### src/rtl/gpb_pkg.sv
package gpb_pkg;
    localparam int REG_W   = 32;
    localparam int LANES   = REG_W / 8;

    localparam logic [7:0] A_REV    = 8'h00;
    localparam logic [7:0] A_CFG    = 8'h10;
    localparam logic [7:0] A_SSTAT  = 8'h14;
    localparam logic [7:0] A_ST1    = 8'h18;
    localparam logic [7:0] A_EN1    = 8'h1C;
    localparam logic [7:0] A_WEN    = 8'h20;
    localparam logic [7:0] A_ST2    = 8'h28;
    localparam logic [7:0] A_EN2    = 8'h2C;
    localparam logic [7:0] A_CTRL   = 8'h30;
    localparam logic [7:0] A_DIR    = 8'h34;
    localparam logic [7:0] A_DIN    = 8'h38;
    localparam logic [7:0] A_DOUT   = 8'h3C;
    localparam logic [7:0] A_LLO    = 8'h40;
    localparam logic [7:0] A_LHI    = 8'h44;
    localparam logic [7:0] A_RISE   = 8'h48;
    localparam logic [7:0] A_FALL   = 8'h4C;
    localparam logic [7:0] A_DBEN   = 8'h50;
    localparam logic [7:0] A_DBT    = 8'h54;
    localparam logic [7:0] A_EN1C   = 8'h60;
    localparam logic [7:0] A_EN1S   = 8'h64;
    localparam logic [7:0] A_EN2C   = 8'h70;
    localparam logic [7:0] A_EN2S   = 8'h74;
    localparam logic [7:0] A_WENC   = 8'h80;
    localparam logic [7:0] A_WENS   = 8'h84;
    localparam logic [7:0] A_DOUTC  = 8'h90;
    localparam logic [7:0] A_DOUTS  = 8'h94;

    localparam logic [7:0] CFG_KEEP = 8'h1D;
    localparam int         CFG_SRST = 1;
    localparam int         CFG_WKEN = 2;
    localparam logic [2:0] CTRL_RST = 3'd2;

    function automatic logic [REG_W-1:0] lane_mask(input logic [LANES-1:0] be);
        logic [REG_W-1:0] m;
        for (int i = 0; i < LANES; i++) m[i*8 +: 8] = {8{be[i]}};
        return m;
    endfunction
endpackage

### src/rtl/gpb_sync.sv
module gpb_sync #(
    parameter int WIDTH  = 32,
    parameter int STAGES = 2
) (
    input  logic             clk,
    input  logic             rst_n,
    input  logic [WIDTH-1:0] d_async,
    output logic [WIDTH-1:0] d_sync
);
    logic [WIDTH-1:0] chain [STAGES];

    generate
        for (genvar s = 0; s < STAGES; s++) begin : g_stage
            always_ff @(posedge clk or negedge rst_n) begin
                if (!rst_n) chain[s] <= '0;
                else if (s == 0) chain[s] <= d_async;
                else chain[s] <= chain[(s == 0) ? 0 : s-1];
            end
        end
    endgenerate

    assign d_sync = chain[STAGES-1];
endmodule

### src/rtl/gpb_detect.sv
module gpb_detect #(
    parameter int WIDTH = 32
) (
    input  logic             clk,
    input  logic             rst_n,
    input  logic [WIDTH-1:0] level_now,
    input  logic [WIDTH-1:0] is_input,
    input  logic [WIDTH-1:0] sel_low,
    input  logic [WIDTH-1:0] sel_high,
    input  logic [WIDTH-1:0] sel_rise,
    input  logic [WIDTH-1:0] sel_fall,
    output logic [WIDTH-1:0] event_vec
);
    logic [WIDTH-1:0] level_prev;

    always_ff @(posedge clk or negedge rst_n) begin
        if (!rst_n) level_prev <= '0;
        else        level_prev <= level_now;
    end

    always_comb begin
        event_vec = is_input & ( (sel_high &  level_now)
                               | (sel_low  & ~level_now)
                               | (sel_rise &  level_now & ~level_prev)
                               | (sel_fall & ~level_now &  level_prev));
    end
endmodule

### src/rtl/gpio_wake_bank.sv
module gpio_wake_bank
    import gpb_pkg::*;
#(
    parameter logic [7:0] REVISION    = 8'h21,
    parameter int         SYNC_STAGES = 2
) (
    input  logic              clk,
    input  logic              rst_n,
    input  logic              bus_wr,
    input  logic [7:0]        bus_addr,
    input  logic [LANES-1:0]  bus_be,
    input  logic [REG_W-1:0]  bus_wdata,
    output logic [REG_W-1:0]  bus_rdata,
    input  logic [REG_W-1:0]  pin_in,
    output logic [REG_W-1:0]  pin_out,
    output logic [REG_W-1:0]  pin_drive,
    output logic              irq_a,
    output logic              irq_b,
    output logic              wake_req
);
    logic [7:0]       cfg_q;
    logic [REG_W-1:0] stat_a, stat_b, en_a, en_b, wen_q, dir_q, dout_q;
    logic [REG_W-1:0] llo_q, lhi_q, rise_q, fall_q, dben_q;
    logic [7:0]       dbt_q;
    logic [2:0]       ctrl_q;

    logic [REG_W-1:0] pin_s, evt;
    logic [REG_W-1:0] bmask, cur, merged, w1v;
    logic             soft_rst;

    gpb_sync #(.WIDTH(REG_W), .STAGES(SYNC_STAGES)) u_sync (
        .clk(clk), .rst_n(rst_n), .d_async(pin_in), .d_sync(pin_s)
    );

    gpb_detect #(.WIDTH(REG_W)) u_det (
        .clk(clk), .rst_n(rst_n), .level_now(pin_s), .is_input(dir_q),
        .sel_low(llo_q), .sel_high(lhi_q), .sel_rise(rise_q), .sel_fall(fall_q),
        .event_vec(evt)
    );

    function automatic logic hit(input logic [7:0] a, input logic [7:0] off);
        return a == off;
    endfunction

    always_comb begin
        unique case (bus_addr)
            A_REV:                cur = {{(REG_W-8){1'b0}}, REVISION};
            A_CFG:                cur = {{(REG_W-8){1'b0}}, cfg_q};
            A_SSTAT:              cur = {{(REG_W-1){1'b0}}, 1'b1};
            A_ST1:                cur = stat_a;
            A_ST2:                cur = stat_b;
            A_EN1, A_EN1C, A_EN1S: cur = en_a;
            A_EN2, A_EN2C, A_EN2S: cur = en_b;
            A_WEN, A_WENC, A_WENS: cur = wen_q;
            A_CTRL:               cur = {{(REG_W-3){1'b0}}, ctrl_q};
            A_DIR:                cur = dir_q;
            A_DIN:                cur = pin_s;
            A_DOUT, A_DOUTC, A_DOUTS: cur = dout_q;
            A_LLO:                cur = llo_q;
            A_LHI:                cur = lhi_q;
            A_RISE:               cur = rise_q;
            A_FALL:               cur = fall_q;
            A_DBEN:               cur = dben_q;
            A_DBT:                cur = {{(REG_W-8){1'b0}}, dbt_q};
            default:              cur = '0;
        endcase
        bmask    = lane_mask(bus_be);
        merged   = (cur & ~bmask) | (bus_wdata & bmask);
        w1v      = bus_wdata & bmask;
        soft_rst = bus_wr && hit(bus_addr, A_CFG) && merged[CFG_SRST];
    end

    assign bus_rdata = cur;

    always_ff @(posedge clk or negedge rst_n) begin
        if (!rst_n) begin
            cfg_q <= '0;  stat_a <= '0; stat_b <= '0; en_a <= '0; en_b <= '0;
            wen_q <= '0;  dir_q <= '1;  dout_q <= '0; llo_q <= '0; lhi_q <= '0;
            rise_q <= '0; fall_q <= '0; dben_q <= '0; dbt_q <= '0;
            ctrl_q <= CTRL_RST; wake_req <= 1'b0;
        end else if (soft_rst) begin
            cfg_q <= merged[7:0] & CFG_KEEP;
            stat_a <= '0; stat_b <= '0; en_a <= '0; en_b <= '0; wen_q <= '0;
            dir_q <= '1;  llo_q <= '0;  lhi_q <= '0; rise_q <= '0; fall_q <= '0;
            dben_q <= '0; dbt_q <= '0;  ctrl_q <= CTRL_RST; wake_req <= 1'b0;
        end else begin
            stat_a <= (stat_a & ~((bus_wr && hit(bus_addr, A_ST1)) ? w1v : '0)) | evt;
            stat_b <= (stat_b & ~((bus_wr && hit(bus_addr, A_ST2)) ? w1v : '0)) | evt;
            wake_req <= cfg_q[CFG_WKEN] && (|cfg_q[4:3]) && (|(evt & wen_q));
            if (bus_wr) begin
                unique case (bus_addr)
                    A_CFG:   cfg_q  <= merged[7:0] & CFG_KEEP;
                    A_EN1:   en_a   <= merged;
                    A_EN1C:  en_a   <= en_a & ~w1v;
                    A_EN1S:  en_a   <= en_a | w1v;
                    A_EN2:   en_b   <= merged;
                    A_EN2C:  en_b   <= en_b & ~w1v;
                    A_EN2S:  en_b   <= en_b | w1v;
                    A_WEN:   wen_q  <= merged;
                    A_WENC:  wen_q  <= wen_q & ~w1v;
                    A_WENS:  wen_q  <= wen_q | w1v;
                    A_CTRL:  ctrl_q <= merged[2:0];
                    A_DIR:   dir_q  <= merged;
                    A_DOUT:  dout_q <= merged;
                    A_DOUTC: dout_q <= dout_q & ~w1v;
                    A_DOUTS: dout_q <= dout_q | w1v;
                    A_LLO:   llo_q  <= merged;
                    A_LHI:   lhi_q  <= merged;
                    A_RISE:  rise_q <= merged;
                    A_FALL:  fall_q <= merged;
                    A_DBEN:  dben_q <= merged;
                    A_DBT:   dbt_q  <= merged[7:0];
                    default: ;
                endcase
            end
        end
    end

    assign pin_out   = dout_q;
    assign pin_drive = ~dir_q;
    assign irq_a     = |(stat_a & en_a);
    assign irq_b     = |(stat_b & en_b);
endmodule

### config.mk
export PLATFORM = sky130hd
export DESIGN_NAME = gpio_wake_bank
export DESIGN_NICKNAME = d
export VERILOG_FILES = /design/src/rtl/gpb_pkg.sv /design/src/rtl/gpb_sync.sv /design/src/rtl/gpb_detect.sv /design/src/rtl/gpio_wake_bank.sv
export SDC_FILE = /design/constraint.sdc
export NUM_CORES = 1
export LEC_CHECK = 0
export CORE_ASPECT_RATIO = 0.7
export CORE_MARGIN = 2
export CORE_UTILIZATION = 28
export CTS_CLUSTER_SIZE = 20
export DETAILED_ROUTE_END_ITERATION = 8
export DONT_BUFFER_PORTS = 1
export HOLD_SLACK_MARGIN = 0.08
export PLACE_DENSITY_LB_ADDON = 0.15
export SETUP_SLACK_MARGIN = 0.4
export SLEW_MARGIN = 0
export SYNTH_ARGS = -nofsm -noshare
export SYNTH_HDL_FRONTEND = slang
export SYNTH_SLANG_ARGS = --single-unit
### constraint.sdc
create_clock -name clk -period 2 [get_ports clk]
set_input_delay 0.2 -clock clk [delete_from_list [all_inputs] [get_ports clk]]
set_output_delay 0.2 -clock clk [all_outputs]
set_load 0.02 [all_outputs]
==> results of run 1 <==
## worst max path at each step
| stage | from | endpoint | slack (ps) | depth (start not counted) |
|---|---|---|---|---|
| 6_report | lhi_q[3] | lhi_q[3] | -1010 | 14 |
| 5_1_grt | llo_q[3] | lhi_q[3] | -1020 | 14 |
| 3_3_place_gp | bus_addr[5] | rise_q[13] | -750 | 9 |
| 3_5_place_dp | bus_addr[5] | llo_q[13] | -780 | 9 |
| 2_1_floorplan | bus_addr[2] | wen_q[22] | -380 | 10 |
| 4_1_cts | llo_q[3] | bus_rdata[3] | -890 | 6 |
## worst max-delay path, delay by kind of cell (launching register included)
kind                   cells  cell delay, ps
muxes                      1             270
buffers and inverters      8             800
AOI/OAI and AO/OA          4            1370
and+or+nand+nor            1              60
DFF                        1             390
## routing by layer
layer  vias up  global-route usage, %  wire length, um
li1      11700                      -                -
met1     14500                   47.3            68600
met2      1812                   44.5            64300
met3       361                   9.47            19700
met4         4                   12.2             7320
met5         -                      0               23
## cells in the final DEF, fill, tap and decap left out, drive strengths merged, types with 20 or more instances in the layout
master,synthesis,layout
a22o,29,29
nand2,366,366
mux2i,28,28
o21ai,300,300
nor2,123,123
a22oi,116,116
a222oi,45,45
nand3,60,60
dlygate4sd3,0,94
o211ai,28,28
a21oi,297,297
mux2,33,33
inv,112,113
o22ai,37,37
and3,24,24
clkbuf,111,99
dfstp,33,33
nor2b,38,38
a31oi,20,20
buf,104,818
a211o,35,35
nor3,22,22
o311ai,35,35
dfrtp,463,463
and2,40,40
## stage by stage
stage               setup TNS (ps)  area [sq um]  power (mW)
floorplan                   -86720         25800        12.7
global route               -176470         39900        27.7
finish                     -143680         39900        27.0
detailed placement         -155230         32100        14.3
CTS                         -94640         37300        26.7
global placement           -149140         32100        14.3
## timing repair
item,CTS,global route
resized for setup,301,397
hold endpoints to repair,907,496
gates cloned,7,34
pin swaps,112,89
setup endpoints to repair,461,461
setup buffers,103,47
## flip-flops by register name, indices dropped and copies added, names as in the netlist
signal            count
dben_q               32
dir_q                32
en_a                 32
en_b                 32
fall_q               32
lhi_q                32
llo_q                32
pin_out              32
rise_q               32
stat_a               32
stat_b               32
u_det.level_prev     32
u_sync.chain         32
u_sync.d_sync        32
wen_q                32
dbt_q                 8
cfg_q                 4
ctrl_q                3
wake_req              1
## power by group through the flow
stage               clock network (mW)  logic [mW]  registers, mW
floorplan                            0        1.46           11.2
global placement                     0        2.84           11.4
detailed placement                   0        2.86           11.4
CTS                               12.0        3.39           11.3
global route                      12.4        3.93           11.4
finish                            11.9        3.76           11.3
## kinds of logic after synthesis
family          share of synthesized area, %
compound gates                          26.9
simple gates                            15.0
flops                                   48.9
buf+inv                                 5.78
mux                                     3.33
xor+xnor                               0.103
## layout make-up
| cell class | instances | share of cell area [%] |
|---|---|---|
| Clock buffer | 74 | 3.96 |
| Clock inverter | 32 | 1.16 |
| Inverter | 113 | 1.10 |
| Tap cell | 1222 | 3.83 |
| Antenna cell | 4 | 0.0251 |
| Multi-Input combinational cell | 1895 | 34.6 |
| Sequential cell | 496 | 31.3 |
| Timing Repair Buffer | 938 | 24.0 |
==> results_dict.tcl, run 1 <==
set metrics [dict create \
    status "finished with violations" \
    violations "negative hold slack, max-slew violations, negative setup slack" \
    cp.arrival_ps 3540 \
    p_switching_mw 7.57 \
    finalClockSkew_ps 36.9 \
    grt_start_max_net_pins 497 \
    area_growth_pct 56.6 \
    viasPerCell 5.94 \
    power_frac_seq_pct 42.0 \
    synth_flop_cell "dfrtp_1" \
    netSwitchingFraction_pct 28.1 \
    r2r_slack_ps -1010 \
    post-place-ws_ps -778 \
    fin_crit_sh_pct 150 \
    maxSlewViolCount 363 \
    max_freq_ghz 0.333 \
    p_per_area_nw_per_um2 677 \
    r2r-end "lhi_q[3]" \
    hold_viol 411 \
    rsz0062_at_grt "yes" \
    fin_cells 4774 \
    path_clk_slew_ps 60 \
    period_minus_slack_ps 3010 \
    drtIter0Drc 3846 \
    p_leak_nw 16.8 \
    max_slew_margin_pct -123 \
    synth_top_cell_by_area "dfrtp_1" \
    cts_buffer_depth 3 \
    yosys-top-cells-count "dfrtp_1, nand2_1, a21oi_1" \
    numPortBuffers 0 \
    cap_violations 0 \
    ys_types 103 \
    grt_pass1_vias 26800 \
    grt-ovfl-total 0 \
    core.rowCount 92 \
    ys_top_cells_by_area "dfrtp_1, a21oi_1, o21ai_0, nand2_1, dfstp_2" \
    grt_usage_pct 32.4 \
    cts_root_buffer "clkbuf_16" \
    worstRegToRegCells 14 \
    nNetsFinal 3579 \
    syn-cell-area_sq_um 25500 \
    initial_core_util_pct 28.3 \
    crit_path_end_kind "flop" \
    drt_first_pass_iters 8 \
    worstSkewPairLatency_ps 670 \
    synth_top_area_share_pct 45.5 \
    syn_inst 2719 \
    post-route-util_pct 44.2 \
    die_area_sq_um 93400 \
    drc 0 \
    max-vdd-ir-drop_mv 0.727 \
    cts_made_buffers 56 \
    grt_pass1_wl_mm 215 \
    antenna_found_initial 8 \
    crit_path_top_delay_cell "a222oi_1" \
    p_int_mw 19.4 \
    seq_area_sq_um 12500 \
    yosysWarnings 0 \
    cts_hold_buf 99 \
    crit_path_frequent_cell "buf_6" \
    ant_nets 0 \
    h-tree-depth 2 \
    r2r_start "lhi_q[3]" \
    max_stage_delay_ps 860 \
    multiInputGateArea_sq_um 13800 \
    hpwlAfterDp_mm 108 \
    wl_per_cell_um 33.5 \
    synth.most_common_cell "dfrtp_1" \
    fillers 8624 \
    hold_slack_ps -712 \
    die_w_um 365 \
    vias 28400 \
    synth-seq-cells 496 \
    core-area_sq_um 90100 \
    setup_slack_ps -1010 \
    die_h_um 256 \
    worst_slew_pin_slew_ps 3350 \
    cts.sinks 496 \
    p_clk_share_pct 44.1 \
    synth_edf_count 0 \
    hp-class "input port to async pin" \
    critPathLaunchType "flop" \
    ys_seq_area_share_pct 48.9 \
    critPathMaxFanout 5 \
    required_ps 2530 \
    path_cells "mux2_4 > a222oi_1 > o2111a_2 > buf_6 > buf_6 > buf_6 > buf_6 > buf_6 > buf_6 > buf_6 > a31oi_4 > buf_8 > nand2_2 > a21oi_2" \
    dp.cells 4374 \
    pwr-share-comb_pct 13.9 \
    wl_mm 160 \
    async_flop_share_pct 100 \
    path_class "flop to flop" \
    layout-drive-gt1-share_pct 41.8 \
    place.gp.congestion 1.00 \
    cts_tree "done" \
    ioPinCount 178 \
    syn_nets 2798 \
    setup_viol 418 \
    syn_avg_cell_area_sq_um 9.37 \
]
Power figures use the tool's default switching activity.
==> run 2: changes to the inputs <==
- RECOVER_POWER: not set -> 100
- SKIP_CTS_REPAIR_TIMING: not set -> 1
==> run 2 against run 1 <==
Compared with the run above: the run still ends with negative hold slack, max-slew violations, negative setup slack left; sequential power about the same; core utilization decreased by 2.0 points; critical endpoint is now bus_rdata[3]; fmax decreased by 1.1%; hold slack got worse by 5.5 ps; combinational power decreased by 5%; critical path type is now flop to output pin.
==> results_dict.tcl, run 2 (synthesis gave the netlist of run 1 again) <==
set metrics [dict create \
    status "finished with violations" \
    violations "negative hold slack, max-slew violations, negative setup slack" \
    max_stage_delay_ps 850 \
    core.rowCount 92 \
    area_growth_pct 49.5 \
    crit_start "lhi_q[3]" \
    dp.cells 4374 \
    critPathMaxFanout 2 \
    cap_violations 0 \
    fin_cells 4679 \
    antenna_found_initial 10 \
    ioPinCount 178 \
    vias 27900 \
    ant_nets 0 \
    cts_root_buffer "clkbuf_16" \
    path_cells "mux2_4 > a222oi_1 > o2111a_2 > buf_6 > nand2_4 > buf_12" \
    grt-ovfl-total 0 \
    crit_path_top_delay_cell "a222oi_1" \
    core-area_sq_um 90100 \
    grt_pass1_wl_mm 206 \
    viasPerCell 5.96 \
    path_class "flop to output pin" \
    p_leak_nw 16.1 \
    r2r_start "rise_q[17]" \
    required_ps 1800 \
    numPortBuffers 0 \
    p_per_area_nw_per_um2 703 \
    worstRegToRegCells 9 \
    worstSkewPairLatency_ps 680 \
    critPathTopFamily "compound AO/OA/AOI/OAI gates" \
    path_clk_slew_ps 60 \
    r2r_slack_ps -680 \
    worst_slew_pin_slew_ps 4150 \
    wl_mm 158 \
    period_minus_slack_ps 3040 \
    finalClockSkew_ps 40.2 \
    cp.arrival_ps 2840 \
    r2r-end "wen_q[17]" \
    rsz0062_at_grt "yes" \
    fin_crit_sh_pct 152 \
    drt_first_pass_iters 9 \
    setup_slack_ps -1040 \
    die_h_um 256 \
    wl_per_cell_um 33.8 \
    hold_slack_ps -717 \
    hpwlAfterDp_mm 108 \
    place.gp.congestion 1.00 \
    drtIter0Drc 3867 \
    crit_path_end_kind "output pin" \
    critPathBufInv 2 \
    hp-class "input port to async pin" \
    die_area_sq_um 93400 \
    layout_common_cells "buf_4, dfrtp_1, nand2_1, a21oi_1, o21ai_0" \
    grt_pass1_vias 25300 \
    max_freq_ghz 0.329 \
    critPathLaunchType "flop" \
    nNetsFinal 3486 \
    layout-drive-gt1-share_pct 36.4 \
    setup_viol 590 \
    grt_start_max_net_pins 497 \
    h-tree-depth 2 \
    hold_viol 245 \
    drc 0 \
    final_common_cell "buf_4" \
    fillers 8815 \
    post-place-ws_ps -778 \
    initial_core_util_pct 28.3 \
    max_slew_margin_pct -176 \
    critPathCapture "bus_rdata[3]" \
    cts_made_buffers 56 \
    die_w_um 365 \
    path_depth 6 \
    cts_tree "done" \
    max-vdd-ir-drop_mv 0.706 \
    cts.sinks 496 \
    cts_buffer_depth 3 \
    maxSlewViolCount 409 \
    grt_usage_pct 31.1 \
]
## run 2: how the worst min path moves through the flow
stage | slack (ps) | endpoint
2_1_floorplan | -100 | cfg_q[0]
3_3_place_gp | -80 | u_sync.d_sync[0]
3_5_place_dp | -70 | u_sync.d_sync[0]
4_1_cts | -790 | u_sync.d_sync[0]
5_1_grt | -740 | u_sync.chain[33]
6_report | -720 | u_sync.chain[33]
## run 2: power by group
group	leakage, nW	switching (mW)	total, mW	internal [mW]
clock network	0.989	4.91	11.9	6.98
registers	6.18	0.674	11.3	10.6
logic	8.97	1.94	3.57	1.63
## run 2: per-layer routing
layer | routed length, um | track usage, % | up-vias
met2 | 62700 | 42.3 | 1854
met3 | 18800 | 8.80 | 407
met5 | 54 | 0 | -
met1 | 69200 | 46.3 | 14200
li1 | - | - | 11500
met4 | 7300 | 11.1 | 8
## run 2: through the flow
stage,util [%],cell area [sq um],hold slack (ps),power (mW),TNS (ps)
finish,42.3,38100,-717,26.8,-181250
detailed placement,35.6,32100,-72.5,14.3,-155230
floorplan,-,25800,-95.6,12.7,-86720
global route,42.3,38100,-740,27.5,-165070
CTS,37.8,34100,-787,26.2,-115870
global placement,35.6,32100,-83.0,14.3,-149140
## run 2: worst register-to-register path: cells and delay by family, from the launching register on
family / cells / cell delay (ps)
mux: 2 / 890
compound gates: 3 / 610
buf+inv: 3 / 460
flops: 1 / 400
simple gates: 1 / 190
## run 2: cell type report
type / instances / area [sq um] / share of cell area, %
tap: 1222 / 1530 / 4.01
multi-input combinational: 1896 / 13400 / 35.1
clock buffer: 74 / 1580 / 4.15
clock inverter: 32 / 464 / 1.22
antenna: 2 / 5.00 / 0.0131
timing repair buffer: 844 / 8220 / 21.6
inverter: 113 / 443 / 1.16
sequential: 496 / 12500 / 32.7
